$ cat config.mk
export PLATFORM = sky130hd
export DESIGN_NAME = wrcal_sweeper
export DESIGN_NICKNAME = d
export VERILOG_FILES = /design/src/rtl/wrcal_pkg.sv /design/src/rtl/wrcal_settle_timer.sv /design/src/rtl/wrcal_lane.sv /design/src/rtl/wrcal_seq.sv /design/src/rtl/wrcal_sweeper.sv
export SDC_FILE = /design/constraint.sdc
export NUM_CORES = 1
export LEC_CHECK = 0
export BUFFER_PORTS_ARGS = -buffer_cell sky130_fd_sc_hd__buf_4
export CORE_UTILIZATION = 58
export CTS_CLUSTER_SIZE = 24
export DETAILED_ROUTE_END_ITERATION = 8
export PLACE_DENSITY = 0.85
export SYNTH_ARGS = -nofsm -noshare
export SYNTH_HDL_FRONTEND = slang
export SYNTH_SLANG_ARGS = --single-unit
$ cat constraint.sdc
create_clock -name clk -period 4.04 [get_ports clk]
set_input_delay 1.01 -clock clk [delete_from_list [all_inputs] [get_ports clk]]
set_output_delay 1.01 -clock clk [all_outputs]
set_load 0.01 [all_outputs]
$ cat src/rtl/wrcal_pkg.sv
// Shared types and status codes for the write calibration sweeper.
package wrcal_pkg;
    typedef enum logic [1:0] {
        SQ_IDLE   = 2'd0,
        SQ_SETTLE = 2'd1,
        SQ_REQ    = 2'd2
    } sq_state_t;

    localparam logic [7:0] ST_NONE = 8'h00;
    localparam logic [7:0] ST_PASS = 8'hFF;
    localparam logic [7:0] ST_FAIL = 8'hFE;
endpackage

$ cat src/rtl/wrcal_settle_timer.sv
// Settle timer: counts cycles after a restart and flags when the count
// reaches the programmed limit. Assumes restart is a single-cycle pulse
// issued whenever the sequencer changes any driven setting.
module wrcal_settle_timer #(
    parameter int CW = 8
) (
    input  logic          clk,
    input  logic          rst_n,
    input  logic          restart,
    input  logic [CW-1:0] limit,
    output logic          expired
);
    logic [CW-1:0] cnt_q;

    assign expired = (cnt_q == limit);

    // Counts up from zero after each restart and saturates at the limit.
    always_ff @(posedge clk) begin
        if (!rst_n)
            cnt_q <= '0;
        else if (restart)
            cnt_q <= '0;
        else if (!expired)
            cnt_q <= cnt_q + 1'b1;
    end
endmodule

$ cat src/rtl/wrcal_lane.sv
// Per-lane calibration state: write offset search with pass latch, and the
// data-delay window edge tracker with centre computation. Assumes the
// sequencer pulses the eval strobes only in the cycle a trial result is valid
// and keeps en constant for the duration of a run.
module wrcal_lane #(
    parameter int OW = 3,
    parameter int DW = 4
) (
    input  logic          clk,
    input  logic          rst_n,
    input  logic          clr_all,
    input  logic          clr_wr,
    input  logic          wr_eval,
    input  logic          dq_eval,
    input  logic          dq_fin,
    input  logic          dq_active,
    input  logic          en,
    input  logic          pass,
    input  logic [DW-1:0] dq_step,
    output logic          ok,
    output logic [OW-1:0] ofs,
    output logic          found,
    output logic [DW-1:0] lo,
    output logic [DW-1:0] hi,
    output logic [DW-1:0] dly
);
    localparam logic [OW-1:0] OFS_TOP = {OW{1'b1}};

    logic          ok_q;
    logic [OW-1:0] ofs_q;
    logic          seen_q;
    logic          closed_q;
    logic          fin_q;
    logic [DW-1:0] lo_q;
    logic [DW-1:0] hi_q;
    logic [DW:0]   sum;
    logic [DW-1:0] centre;

    // Write offset search: freeze at the first pass, otherwise step upward.
    always_ff @(posedge clk) begin
        if (!rst_n) begin
            ok_q  <= 1'b0;
            ofs_q <= '0;
        end else if (clr_all || clr_wr) begin
            ok_q  <= 1'b0;
            ofs_q <= '0;
        end else if (wr_eval && en && !ok_q) begin
            if (pass)
                ok_q <= 1'b1;
            else if (ofs_q != OFS_TOP)
                ofs_q <= ofs_q + 1'b1;
        end
    end

    // Window tracker: first pass opens, first fail after it closes the window.
    always_ff @(posedge clk) begin
        if (!rst_n || clr_all) begin
            seen_q   <= 1'b0;
            closed_q <= 1'b0;
            fin_q    <= 1'b0;
            lo_q     <= '0;
            hi_q     <= '0;
        end else begin
            if (dq_fin)
                fin_q <= 1'b1;
            if (dq_eval && en) begin
                if (pass) begin
                    if (!seen_q) begin
                        seen_q <= 1'b1;
                        lo_q   <= dq_step;
                        hi_q   <= dq_step;
                    end else if (!closed_q) begin
                        hi_q <= dq_step;
                    end
                end else if (seen_q) begin
                    closed_q <= 1'b1;
                end
            end
        end
    end

    // Centre of the window and the delay driven on this lane.
    always_comb begin
        sum    = {1'b0, lo_q} + {1'b0, hi_q};
        centre = sum[DW:1];
        if (fin_q)
            dly = seen_q ? centre : '0;
        else if (dq_active)
            dly = dq_step;
        else
            dly = '0;
    end

    assign ok    = ok_q;
    assign ofs   = ofs_q;
    assign found = seen_q;
    assign lo    = lo_q;
    assign hi    = hi_q;

    // a passed lane stays passed until a clear.
    a_r4_ok_sticky: assert property (@(posedge clk) disable iff (!rst_n)
        ok_q && !clr_all && !clr_wr |=> ok_q);
    // a passed lane keeps its offset until a clear.
    a_r4_ofs_frozen: assert property (@(posedge clk) disable iff (!rst_n)
        ok_q && !clr_all && !clr_wr |=> $stable(ofs_q));
    // a disabled lane shows no result.
    a_r9_disabled_quiet: assert property (@(posedge clk) disable iff (!rst_n)
        !en |-> (!ok_q && ofs_q == '0 && !seen_q));
    // the window edges are ordered.
    a_r10_window_order: assert property (@(posedge clk) disable iff (!rst_n)
        seen_q |-> lo_q <= hi_q);
endmodule

$ cat src/rtl/wrcal_seq.sv
// Run sequencer: latches the run settings, steps the shared offset, the
// latency and the data delay, handles the trial handshake, and decides
// retry, pass and fail. Assumes test_ack is a one-cycle pulse given only
// while test_req is high.
module wrcal_seq
    import wrcal_pkg::*;
#(
    parameter int NL      = 5,
    parameter int OW      = 3,
    parameter int DW      = 4,
    parameter int LAT_MAX = 3,
    parameter int LW      = 2
) (
    input  logic          clk,
    input  logic          rst_n,
    input  logic          start,
    input  logic [NL-1:0] lane_en,
    input  logic          dq_mode,
    input  logic [NL-1:0] lane_ok,
    input  logic          test_ack,
    input  logic [NL-1:0] test_pass,
    input  logic          test_timeout,
    input  logic          expired,
    output logic          restart,
    output logic          clr_all,
    output logic          clr_wr,
    output logic          wr_eval,
    output logic          dq_eval,
    output logic          dq_fin,
    output logic          dq_active,
    output logic [NL-1:0] en_q,
    output logic [NL-1:0] pass_eff,
    output logic [DW-1:0] dq_step,
    output logic [LW-1:0] lat,
    output logic          test_req,
    output logic          busy,
    output logic [7:0]    status
);
    localparam logic [OW-1:0] OFS_TOP = {OW{1'b1}};
    localparam logic [DW-1:0] DLY_TOP = {DW{1'b1}};
    localparam logic [LW-1:0] LAT_TOP = LW'(LAT_MAX);

    sq_state_t     state_q, state_d;
    logic          ph_dq_q, dqm_q;
    logic [OW-1:0] step_q;
    logic [DW-1:0] dly_q;
    logic [LW-1:0] lat_q;
    logic [7:0]    status_q;

    logic start_go, got, all_ok_nx, wr_last, dq_last, lat_top;
    logic wr_done_ok, wr_retry, wr_give_up, wr_next, to_dq, pass_end;

    // Trial outcome decode and next-state selection.
    always_comb begin
        pass_eff   = test_pass & ~{NL{test_timeout}};
        all_ok_nx  = &(lane_ok | pass_eff | ~en_q);
        start_go   = (state_q == SQ_IDLE) && start;
        got        = (state_q == SQ_REQ) && test_ack;
        wr_eval    = got && !ph_dq_q;
        dq_eval    = got && ph_dq_q;
        wr_last    = (step_q == OFS_TOP);
        dq_last    = (dly_q == DLY_TOP);
        lat_top    = (lat_q == LAT_TOP);
        wr_done_ok = wr_eval && all_ok_nx;
        wr_retry   = wr_eval && !all_ok_nx && wr_last && !lat_top;
        wr_give_up = wr_eval && !all_ok_nx && wr_last && lat_top;
        wr_next    = wr_eval && !all_ok_nx && !wr_last;
        to_dq      = wr_done_ok && dqm_q;
        dq_fin     = dq_eval && dq_last;
        pass_end   = (wr_done_ok && !dqm_q) || dq_fin;
        clr_all    = start_go;
        clr_wr     = wr_retry;
        case (state_q)
            SQ_IDLE:   state_d = start_go ? SQ_SETTLE : SQ_IDLE;
            SQ_SETTLE: state_d = expired ? SQ_REQ : SQ_SETTLE;
            SQ_REQ: begin
                if (!got)
                    state_d = SQ_REQ;
                else if (pass_end || wr_give_up)
                    state_d = SQ_IDLE;
                else
                    state_d = SQ_SETTLE;
            end
            default:   state_d = SQ_IDLE;
        endcase
        restart = (state_q != SQ_SETTLE) && (state_d == SQ_SETTLE);
    end

    // Run registers: settings latch, sweep counters and final status.
    always_ff @(posedge clk) begin
        if (!rst_n) begin
            state_q  <= SQ_IDLE;
            ph_dq_q  <= 1'b0;
            dqm_q    <= 1'b0;
            en_q     <= '0;
            step_q   <= '0;
            dly_q    <= '0;
            lat_q    <= '0;
            status_q <= ST_NONE;
        end else begin
            state_q <= state_d;
            if (start_go) begin
                en_q     <= lane_en;
                dqm_q    <= dq_mode;
                ph_dq_q  <= 1'b0;
                step_q   <= '0;
                dly_q    <= '0;
                lat_q    <= '0;
                status_q <= ST_NONE;
            end
            if (to_dq) begin
                ph_dq_q <= 1'b1;
                dly_q   <= '0;
            end
            if (wr_next)
                step_q <= step_q + 1'b1;
            if (wr_retry) begin
                step_q <= '0;
                lat_q  <= lat_q + 1'b1;
            end
            if (dq_eval && !dq_last)
                dly_q <= dly_q + 1'b1;
            if (pass_end)
                status_q <= ST_PASS;
            if (wr_give_up)
                status_q <= ST_FAIL;
        end
    end

    assign test_req  = (state_q == SQ_REQ);
    assign busy      = (state_q != SQ_IDLE);
    assign status    = status_q;
    assign lat       = lat_q;
    assign dq_step   = dly_q;
    assign dq_active = ph_dq_q;

    // the request is held until acknowledged.
    a_r3_req_hold: assert property (@(posedge clk) disable iff (!rst_n)
        test_req && !test_ack |=> test_req);
    // the request drops right after the acknowledge.
    a_r3_req_release: assert property (@(posedge clk) disable iff (!rst_n)
        test_req && test_ack |=> !test_req);
    // within a run the latency only moves up by one.
    a_r6_lat_steps: assert property (@(posedge clk) disable iff (!rst_n)
        busy && $past(busy) && (lat_q != $past(lat_q)) |-> lat_q == $past(lat_q) + 1'b1);
    // failure is only reported at the top latency.
    a_r7_fail_top: assert property (@(posedge clk) disable iff (!rst_n)
        status_q == ST_FAIL |-> lat_q == LAT_TOP);
endmodule

$ cat src/rtl/wrcal_sweeper.sv
// Per-lane write calibration sweeper top: joins the sequencer, the settle
// timer and one lane tracker per byte lane. Assumes an external pattern
// engine that answers each request with one acknowledge pulse.
module wrcal_sweeper #(
    parameter int NUM_LANES = 5,
    parameter int OFS_W     = 3,
    parameter int DLY_W     = 4,
    parameter int LAT_MAX   = 3,
    parameter int SETTLE_W  = 8,
    parameter int LAT_W     = $clog2(LAT_MAX + 1)
) (
    input  logic                       clk,
    input  logic                       rst_n,
    input  logic                       start,
    input  logic [NUM_LANES-1:0]       lane_en,
    input  logic                       dq_mode,
    input  logic [SETTLE_W-1:0]        settle_cnt,
    output logic                       test_req,
    input  logic                       test_ack,
    input  logic [NUM_LANES-1:0]       test_pass,
    input  logic                       test_timeout,
    output logic [LAT_W-1:0]           wr_lat,
    output logic [NUM_LANES*OFS_W-1:0] wr_ofs,
    output logic [NUM_LANES*DLY_W-1:0] dq_dly,
    output logic [NUM_LANES-1:0]       lane_ok,
    output logic [NUM_LANES-1:0]       dq_found,
    output logic [NUM_LANES*DLY_W-1:0] dq_lo,
    output logic [NUM_LANES*DLY_W-1:0] dq_hi,
    output logic                       busy,
    output logic [7:0]                 status
);
    logic                 restart, expired;
    logic                 clr_all, clr_wr, wr_eval, dq_eval, dq_fin, dq_active;
    logic [NUM_LANES-1:0] en_q, pass_eff;
    logic [DLY_W-1:0]     dq_step;

    wrcal_seq #(
        .NL(NUM_LANES), .OW(OFS_W), .DW(DLY_W), .LAT_MAX(LAT_MAX), .LW(LAT_W)
    ) u_seq (
        .clk(clk), .rst_n(rst_n), .start(start), .lane_en(lane_en),
        .dq_mode(dq_mode), .lane_ok(lane_ok), .test_ack(test_ack),
        .test_pass(test_pass), .test_timeout(test_timeout), .expired(expired),
        .restart(restart), .clr_all(clr_all), .clr_wr(clr_wr),
        .wr_eval(wr_eval), .dq_eval(dq_eval), .dq_fin(dq_fin),
        .dq_active(dq_active), .en_q(en_q), .pass_eff(pass_eff),
        .dq_step(dq_step), .lat(wr_lat), .test_req(test_req),
        .busy(busy), .status(status)
    );

    wrcal_settle_timer #(.CW(SETTLE_W)) u_timer (
        .clk(clk), .rst_n(rst_n), .restart(restart),
        .limit(settle_cnt), .expired(expired)
    );

    for (genvar g = 0; g < NUM_LANES; g++) begin : g_lane
        wrcal_lane #(.OW(OFS_W), .DW(DLY_W)) u_lane (
            .clk(clk), .rst_n(rst_n), .clr_all(clr_all), .clr_wr(clr_wr),
            .wr_eval(wr_eval), .dq_eval(dq_eval), .dq_fin(dq_fin),
            .dq_active(dq_active), .en(en_q[g]), .pass(pass_eff[g]),
            .dq_step(dq_step), .ok(lane_ok[g]),
            .ofs(wr_ofs[g*OFS_W +: OFS_W]), .found(dq_found[g]),
            .lo(dq_lo[g*DLY_W +: DLY_W]), .hi(dq_hi[g*DLY_W +: DLY_W]),
            .dly(dq_dly[g*DLY_W +: DLY_W])
        );
    end

    // driven settings do not move while a trial is requested.
    a_r2_outputs_steady: assert property (@(posedge clk) disable iff (!rst_n)
        test_req |-> ($stable(wr_ofs) && $stable(wr_lat) && $stable(dq_dly)));
endmodule

==> results of run 1 <==
[through the flow]
step                total power [mW]  cells
detailed placement             1.113    768
floorplan                      1.075    588
global placement               1.110    768
CTS                            1.731    784
global route                   1.781    784
finish                         1.724    784
[routing by layer]
metal  vias to the layer above  share of wire (%)
met2                       206                 48
met3                        33                7.0
met1                      2181                 42
met5                         -                  0
met4                         0                2.6
li1                       2191                  -
[cells in the final DEF (no fill, tap or decap), types with 10 or more instances in the layout]
cell,netlist,routed
xor2_1,13,13
a21oi_1,44,44
clkbuf_8,0,10
nor2_1,66,66
buf_4,16,121
xnor2_1,17,17
o21ai_0,20,20
mux2i_1,30,30
ha_1,30,30
nand3_1,35,35
nand2_1,68,68
nor2b_1,13,13
a21o_1,10,10
dfxtp_1,99,99
a31oi_1,10,10
[how the worst min path moves through the flow]
stage	endpoint	start	slack, ns
floorplan	g_lane[1].u_lane.closed_q	g_lane[1].u_lane.closed_q	0.44
global route	u_seq.step_q[2]	u_seq.step_q[2]	0.50
CTS	u_seq.status[0]	u_seq.status[0]	0.48
global placement	g_lane[2].u_lane.closed_q	g_lane[2].u_lane.closed_q	0.46
finish	u_seq.status[0]	u_seq.status[0]	0.47
detailed placement	g_lane[2].u_lane.closed_q	g_lane[2].u_lane.closed_q	0.46
[cell type report]
class | instances | area share [%]
sequential | 99 | 32.59
clock inverter | 4 | 0.8229
timing repair buffer | 121 | 14.94
multi-input combinational | 437 | 46.74
tap | 105 | 2.160
inverter | 6 | 0.3703
clock buffer | 12 | 2.386
[logic make-up (layout without fill, tap and decap cells)]
group	count (synthesis)	count (layout)	share of synthesized area [%]
AO/OA/AOI/OAI	111	111	13.47
XOR/XNOR	30	30	5.161
adder cells (fa/ha/maj)	35	35	9.339
buffers and inverters	52	143	5.235
flip-flops	99	99	38.93
multiplexers	32	32	6.414
AND/OR/NAND/NOR	229	229	21.46
[worst max-delay path, stage by stage, from the launching register on]
cell and delay, ns:
dfxtp_1 0.34, and2_1 0.19, fa_1 0.41, a21o_1 0.18, a21oi_1 0.13, o21ai_0 0.11
buf_4 0.18
[registers in the layout, summed over array words and instances, names as in the netlist]
signal,count
g_lane.u_lane.hi,20
g_lane.u_lane.lo,20
g_lane.u_lane.ofs,15
u_timer.cnt_q,8
g_lane.u_lane.closed_q,5
g_lane.u_lane.found,5
g_lane.u_lane.ok,5
u_seq.en_q,5
u_seq.dq_step,4
u_seq.step_q,3
u_seq.lat,2
u_seq.state_q,2
u_seq.status,2
g_lane.u_lane.fin_q,1
u_seq.dq_active,1
u_seq.dqm_q,1
[power by group]
part | switching, mW | total, mW | internal, mW
clock | 0.329 | 0.632 | 0.303
sequential | 0.0140 | 0.996 | 0.982
combinational | 0.0586 | 0.0962 | 0.0375
total | 0.401 | 1.72 | 1.32
==> metrics.yaml, run 1 <==
layout:
  n_antenna_cell: 0
  nNetsFinal: 733
  fill_cells: 649
  utilization_pct: 72.92
  regArea_um2: 1982
  drive_gt1_share_pct: 21.21
  multi_input_area_um2: 2843
  final_area_um2: 6082
  synthToLayoutAreaGrowth_pct: 19.46
drt:
  wl_per_cell_um: 16.08
  drtAntennaViolNets: 0
  dr_total_vias: 4611
  drc_errors: 0
  wl_mm: 12.61
  drt-pass1-iter-count: 5
  drt-initial-drc-count: 263
  vias_per_cell: 5.881
grt:
  grt_overflow: 0
  grt_use_met1_pct: 35.85
  grt_pass1_wl_mm: 20.06
  antenna_found_initial: 0
  met2_usage_pct: 47.44
  use_met3_pct: 5.292
  grt_pass1_vias: 4263
  grt_use_total_pct: 28.37
  busiest_layer: "met2"
  grt_max_degree: 49
floorplanning:
  rows: 33
  io-pin-count: 121
  die_area_um2: 9157
  fp.dieH_um: 95.69
  start_util_pct: 61.04
  fp.dieW_um: 95.69
  core_um2: 8341
setup_path:
  endpoint: "dq_dly[15]"
  crit_start: "g_lane[3].u_lane.hi[0]"
  crit_fanout: 3
  r2r_start: "u_seq.dq_active"
  critical_path_class: "register to primary output"
  r2r_slack_ns: 1.64
  cp.required_ns: 3.03
  reg2reg_to: "g_lane[3].u_lane.lo[3]"
  start_kind: "register"
  end_kind: "primary output"
  cp.arrival_ns: 1.89
  rr_worst_depth: 5
synth:
  syn_avg_cell_area_um2: 8.658
  yosys.area.top_type_share_pct: 38.93
  synth_seq_area_share_pct: 38.93
  netlist_instances: 588
  ys_top_cells_by_count: "dfxtp_1, nand2_1, nor2_1"
  ys_warn_count: 0
  ys_types: 55
  ys_top_cells_by_area: "dfxtp_1, ha_1, mux2i_1, nand2_1, nor2_1"
  ys_ff_latch: 99
  syn_nets: 647
  yosysMostFrequentCell: "dfxtp_1"
  syn_area_um2: 5091
  synth_async_sr_flop_share_pct: 0
  synth_top_cell_by_area: "dfxtp_1"
  yosys_most_used_dff: "dfxtp_1"
  synth-edff-count: 0
clock_network:
  clk_latency_ns: 0.36
  cts_tree: "done"
  max-clock-path-buffers: 2
  clockRootBuffer: "clkbuf_8"
  cts_resized: 0
  clk_pin_slew_ns: 0.09
  htreeDepth: 3
  cts_num_sinks: 99
  cts_hold_buf: 0
  cts_setup_buffers: 0
  cts_buffers: 9
timing:
  fin_crit_ns: 2.900
  tns_ns: 0
  fmax_mhz: 344.8
  final_hold_viol_count: 0
  finalClockSkew_ns: 0.01195
  hold_ws_ns: 0.4704
  worst_pin_slew_ns: 0.8329
  setup_violations: 0
  slew_headroom_pct: 43.96
  final-max-slew-violation-count: 0
  rsz0062_at_grt: "false"
  setup_ws_ns: 1.140
  min_period_over_period_pct: 71.79
place:
  placed_area_um2: 5887
  place_ws_ns: 0.9831
  dp_hpwl_mm: 9.296
  gp_congestion: 0.8263
  port_buffers: 120
pwr:
  power_density_nw_per_um2: 283.4
  peakVddDrop_mv: 0.1958
  p_leak_nw: 2.700
status:
  status: "completed"
worst_hold_path:
  hold_depth: 2
  hold_path.class: "register to register"
job:
  maxCapViolCount: 0
Note: power is estimated with default switching activity, not from simulation.
==> inputs of run 2 (changes only) <==
--- a/config.mk
+++ b/config.mk
@@ -5,11 +5,12 @@
 export SDC_FILE = /design/constraint.sdc
 export NUM_CORES = 1
 export LEC_CHECK = 0
+export ABC_AREA = 1
 export BUFFER_PORTS_ARGS = -buffer_cell sky130_fd_sc_hd__buf_4
-export CORE_UTILIZATION = 58
+export CORE_UTILIZATION = 49
 export CTS_CLUSTER_SIZE = 24
 export DETAILED_ROUTE_END_ITERATION = 8
-export PLACE_DENSITY = 0.85
+export PLACE_DENSITY = 0.77
 export SYNTH_ARGS = -nofsm -noshare
 export SYNTH_HDL_FRONTEND = slang
 export SYNTH_SLANG_ARGS = --single-unit
==> constraint.sdc (replaced) <==
create_clock -name clk -period 2.52 [get_ports clk]
set_input_delay 0.63 -clock clk [delete_from_list [all_inputs] [get_ports clk]]
set_output_delay 0.63 -clock clk [all_outputs]
set_load 0.01 [all_outputs]
==> metrics.yaml, run 2 <==
layout:
  utilization_pct: 62.95
  n_antenna_cell: 0
  layout_commonest_cell: "buf_4"
  fill_cells: 871
  synthToLayoutAreaGrowth_pct: 22.65
  final_cell_mix: "buf_4, dfxtp_1, nand2_1"
  final_area_um2: 6266
  drive_gt1_share_pct: 22.56
  nNetsFinal: 834
drt:
  vias_per_cell: 5.150
  wl_per_cell_um: 13.68
  drtAntennaViolNets: 0
  wl_mm: 12.49
  drt-initial-drc-count: 215
  drt-pass1-iter-count: 4
  drc_errors: 0
  dr_total_vias: 4702
clock_network:
  clk_pin_slew_ns: 0.10
  cts_resized: 0
  htreeDepth: 3
  cts_hold_buf: 0
  cts_setup_buffers: 0
  cts_buffers: 9
  clockRootBuffer: "clkbuf_8"
  clk_latency_ns: 0.36
  max-clock-path-buffers: 2
  cts_num_sinks: 99
  cts_tree: "done"
synth:
  ys_ff_latch: 99
  ys_top_cells_by_count: "dfxtp_1, nand2_1, nor2_1"
  syn_avg_cell_area_um2: 7.591
  synth_top_cell_by_area: "dfxtp_1"
  ys_types: 34
  yosysMostFrequentCell: "dfxtp_1"
  synth_seq_area_share_pct: 38.80
  netlist_instances: 673
  yosys.area.top_type_share_pct: 38.80
  ys_warn_count: 0
  syn_nets: 732
  ys_top_cells_by_area: "dfxtp_1, ha_1, a21oi_1, o21ai_0, nand2_1"
  synth_async_sr_flop_share_pct: 0
  synth-edff-count: 0
  yosys_most_used_dff: "dfxtp_1"
  syn_area_um2: 5109
place:
  gp_congestion: 0.7864
  dp_hpwl_mm: 9.510
  placed_area_um2: 6013
  port_buffers: 120
setup_path:
  cp.arrival_ns: 1.78
  critical_path_class: "register to primary output"
  start_kind: "register"
  crit_fanout: 4
  end_kind: "primary output"
  r2r_slack_ns: 0.59
  cp.required_ns: 1.89
  r2r_start: "u_seq.dq_step[1]"
  crit_start: "g_lane[1].u_lane.lo[2]"
floorplanning:
  rows: 36
  die_area_um2: 10840
  fp.dieW_um: 104.1
  start_util_pct: 51.32
  io-pin-count: 121
  core_um2: 9955
  fp.dieH_um: 104.1
pwr:
  power_density_nw_per_um2: 477.4
  p_leak_nw: 2.862
  peakVddDrop_mv: 0.3185
timing:
  min_period_over_period_pct: 95.62
  finalClockSkew_ns: 0.01119
  fmax_mhz: 415.0
  fin_crit_ns: 2.410
  rsz0062_at_grt: "false"
  worst_pin_slew_ns: 0.7425
  final-max-slew-violation-count: 0
  final_hold_viol_count: 0
  tns_ns: 0
  setup_violations: 0
  slew_headroom_pct: 50.45
grt:
  antenna_found_initial: 0
  grt_use_total_pct: 22.96
  grt_pass1_wl_mm: 20.37
  grt_max_degree: 37
  grt_pass1_vias: 4441
  grt_overflow: 0
job:
  maxCapViolCount: 0
worst_hold_path:
  hold_path.class: "register to register"
  hp-start: "g_lane[4].u_lane.closed_q"
status:
  status: "completed"
==> run 2: cell types whose count changed after synthesis, moves of 10 or more <==
cell	before	now
inv_1	6	71
a21oi_1	44	72
o21ai_0	20	68
a21o_1	10	0
inv_2	0	11
nor2b_1	13	0
nor2_1	66	83
mux2i_1	30	2
nand2_1	68	90
==> run 2: cell families (layout without fill, tap and decap cells) <==
family	after synthesis	in the layout	synth area share [%]
AND/OR/NAND/NOR	239	239	21.48
adder cells (fa/ha/maj)	35	35	9.307
multiplexers	2	2	0.3919
flip-flops	99	99	38.79
AO/OA/AOI/OAI	153	153	15.31
XOR/XNOR	25	25	4.286
buffers and inverters	120	227	10.43
==> run 2: layout make-up <==
type / count / area (µm²) / area share [%]
Multi-Input combinational cell: 454 / 2599 / 41.47
Sequential cell: 99 / 1982 / 31.63
Clock buffer: 11 / 141.4 / 2.256
Clock inverter: 5 / 108.9 / 1.737
Timing Repair Buffer: 127 / 953.4 / 15.22
Inverter: 84 / 315.3 / 5.032
Tap cell: 133 / 166.4 / 2.656
==> run 2: layer usage <==
metal	share of wire [%]	track usage, %	up-vias
met1	44	27.32	2147
met3	6.7	4.449	28
met4	2.4	10.41	0
met5	0	0	-
met2	47	39.90	151
li1	-	-	2376
==> run 2: critical path, stage by stage, from the launching register on <==
cell	delay, ns
dfxtp_1	0.35
ha_1	0.35
a21oi_1	0.15
o21ai_0	0.11
xnor2_1	0.14
o21ai_1	0.17
buf_4	0.15
==> run 2: worst paths after layout <==
kind / endpoint / depth (start not counted)
hold / removal: g_lane[4].u_lane.closed_q / 2
setup reg to reg: u_timer.cnt_q[1] / 12
hold reg to reg: g_lane[4].u_lane.closed_q / 2
setup / recovery: dq_dly[6] / 6
==> run 2: stage by stage <==
step | std cells | worst slack, ns | hold WS (ns) | power (mW)
after global placement | 897 | 0.4223 | 0.4455 | 1.788
final | 913 | 0.1103 | 0.4652 | 2.991
after CTS | 913 | 0.02823 | 0.4670 | 3.011
after detailed placement | 897 | 0.3641 | 0.4546 | 1.794
after floorplan | 673 | 0.5842 | 0.4333 | 1.730
after global routing | 913 | 0.001517 | 0.4822 | 3.101
==> run 2: power by group <==
part / leakage [nW] / internal (mW) / switching, mW
Clock: 0.122 / 0.694 / 0.538
Combinational: 1.94 / 0.0622 / 0.109
Sequential: 0.799 / 1.58 / 0.0122
Total: 2.86 / 2.33 / 0.659
==> inputs of run 3 (changes only) <==
--- a/config.mk
+++ b/config.mk
@@ -7,10 +7,13 @@
 export LEC_CHECK = 0
 export ABC_AREA = 1
 export BUFFER_PORTS_ARGS = -buffer_cell sky130_fd_sc_hd__buf_4
-export CORE_UTILIZATION = 49
+export CELL_PAD_IN_SITES_DETAIL_PLACEMENT = 1
+export CELL_PAD_IN_SITES_GLOBAL_PLACEMENT = 1
+export CORE_UTILIZATION = 35
 export CTS_CLUSTER_SIZE = 24
 export DETAILED_ROUTE_END_ITERATION = 8
-export PLACE_DENSITY = 0.77
+export PLACE_DENSITY = 0.76
+export SETUP_SLACK_MARGIN = 0.2
 export SYNTH_ARGS = -nofsm -noshare
 export SYNTH_HDL_FRONTEND = slang
 export SYNTH_SLANG_ARGS = --single-unit
==> metrics.yaml, run 3 (synthesized netlist as in run 2, its figures left out) <==
clock_network:
  cts_hold_buf: 0
  clockRootBuffer: "clkbuf_16"
  cts_buffers: 9
  htreeDepth: 3
  cts_tree: "done"
  clk_latency_ns: 0.35
  clk_pin_slew_ns: 0.07
  cts_num_sinks: 99
  max-clock-path-buffers: 2
floorplanning:
  start_util_pct: 36.38
  io-pin-count: 121
  core_um2: 14040
  rows: 43
  fp.dieH_um: 122.8
  die_area_um2: 15080
  fp.dieW_um: 122.8
drt:
  wl_per_cell_um: 15.90
  wl_mm: 15.47
  drt-pass1-iter-count: 4
  dr_total_vias: 4878
  drtAntennaViolNets: 0
  drc_errors: 0
  drt-initial-drc-count: 150
  vias_per_cell: 5.013
pwr:
  pwr-share-seq_pct: 50.2
  peakVddDrop_mv: 0.2694
  combPwrFrac_pct: 5.8
  p_int_mw: 2.431
  p_sw_mw: 0.7310
  p_total_mw: 3.162
  p_leak_nw: 2.940
  power_density_nw_per_um2: 471.8
  sw_frac_of_total_pct: 23.12
  power.share.clock_pct: 44.0
setup_path:
  reg2reg_to: "u_timer.cnt_q[2]"
  end_kind: "primary output"
  critical_path_class: "register to primary output"
  crit_slowest_cell: "fa_2"
  cp.arrival_ns: 1.67
  max_stage_delay_ns: 0.34
  crit_chain: "nand2_2 -> inv_2 -> fa_2 -> nand2_2 -> nand2_2 -> a21oi_2 -> o21ai_1 -> buf_4"
  cp.required_ns: 1.89
  r2r_start: "u_timer.cnt_q[4]"
  r2r_slack_ns: 0.61
  cp_common_cell: "nand2_2"
  rr_worst_depth: 9
  start_kind: "register"
  crit_fanout: 2
status:
  status: "completed"
layout:
  layout_commonest_cell: "buf_4"
  n_antenna_cell: 0
  final_cell_count_no_fill: 973
  synthToLayoutAreaGrowth_pct: 31.20
  regArea_um2: 2018
  drive_gt1_share_pct: 32.53
  utilization_pct: 47.73
  fill_cells: 1734
  final_area_um2: 6703
  nNetsFinal: 848
  final_cell_mix: "buf_4, nor2_1, nand2_1"
  multi_input_area_um2: 2776
grt:
  use_met3_pct: 4.368
  antenna_found_initial: 0
  grt_pass1_wl_mm: 24.70
  grt_overflow: 0
  busiest_layer: "met2"
  grt_use_total_pct: 21.33
  met2_usage_pct: 37.15
  grt_pass1_vias: 4956
  grt_use_met1_pct: 25.60
  grt_max_degree: 37
timing:
  setup_ws_ns: 0.2182
  finalClockSkew_ns: 0.01046
  tns_ns: 0
  slew_headroom_pct: 55.49
  hold_ws_ns: 0.4617
  final_hold_viol_count: 0
  setup_violations: 0
  min_period_over_period_pct: 91.34
  fin_crit_ns: 2.302
  worst_pin_slew_ns: 0.6670
  fmax_mhz: 434.4
  final-max-slew-violation-count: 0
  rsz0062_at_grt: "true"
place:
  gp_congestion: 0.8391
  placed_area_um2: 6095
  dp.cells: 947
  dp_hpwl_mm: 11.49
  port_buffers: 120
  place_ws_ns: 0.3000
worst_hold_path:
  min_to: "g_lane[3].u_lane.hi[0]"
  hold_depth: 2
  hp-start: "g_lane[3].u_lane.hi[0]"
  hold_path.class: "register to register"
job:
  maxCapViolCount: 0
-- run 3: worst max path at each step --
stage,from,end,slack [ns]
after floorplan,g_lane[3].u_lane.lo[2],dq_dly[14],0.58
after global placement,test_timeout,u_timer.cnt_q[6],0.43
after detailed placement,settle_cnt[6],u_timer.cnt_q[1],0.30
after CTS,g_lane[3].u_lane.lo[1],dq_dly[14],0.17
after global routing,g_lane[3].u_lane.lo[0],dq_dly[15],0.14
final,g_lane[1].u_lane.hi[0],dq_dly[7],0.22
-- run 3: routing by layer --
layer  up-vias  part of all wire, %
li1       2409                    -
met3        19                  5.5
met5         -                    0
met2       122                   50
met1      2328                   43
met4         0                  1.7
-- run 3: power groups by stage --
stage	combinational [mW]	sequential, mW	clock, mW
2_1_floorplan	0.109	1.62	0
3_3_place_gp	0.175	1.63	0
3_5_place_dp	0.183	1.63	0
4_1_cts	0.185	1.59	1.43
5_1_grt	0.208	1.59	1.48
6_report	0.184	1.59	1.39
-- run 3: cell type report --
class	instances	share of cell area (%)
timing repair buffer	141	16.02
multi-input combinational	454	41.42
tap	180	3.360
clock buffer	11	3.621
inverter	84	4.704
sequential	99	30.11
clock inverter	4	0.7654
-- run 3: worst max-delay path: cells and delay by family, from the launching register on --
kind / cells / cell delay (ns)
adder cells (fa/ha/maj): 1 / 0.34
flip-flops: 1 / 0.32
AND/OR/NAND/NOR: 3 / 0.24
buffers and inverters: 2 / 0.21
AO/OA/AOI/OAI: 2 / 0.20
-- run 3: what timing repair did --
item,CTS,global route
gates resized for setup,47,49
setup endpoints to repair,15,20
pin swaps,12,15
buffers inserted,4,7
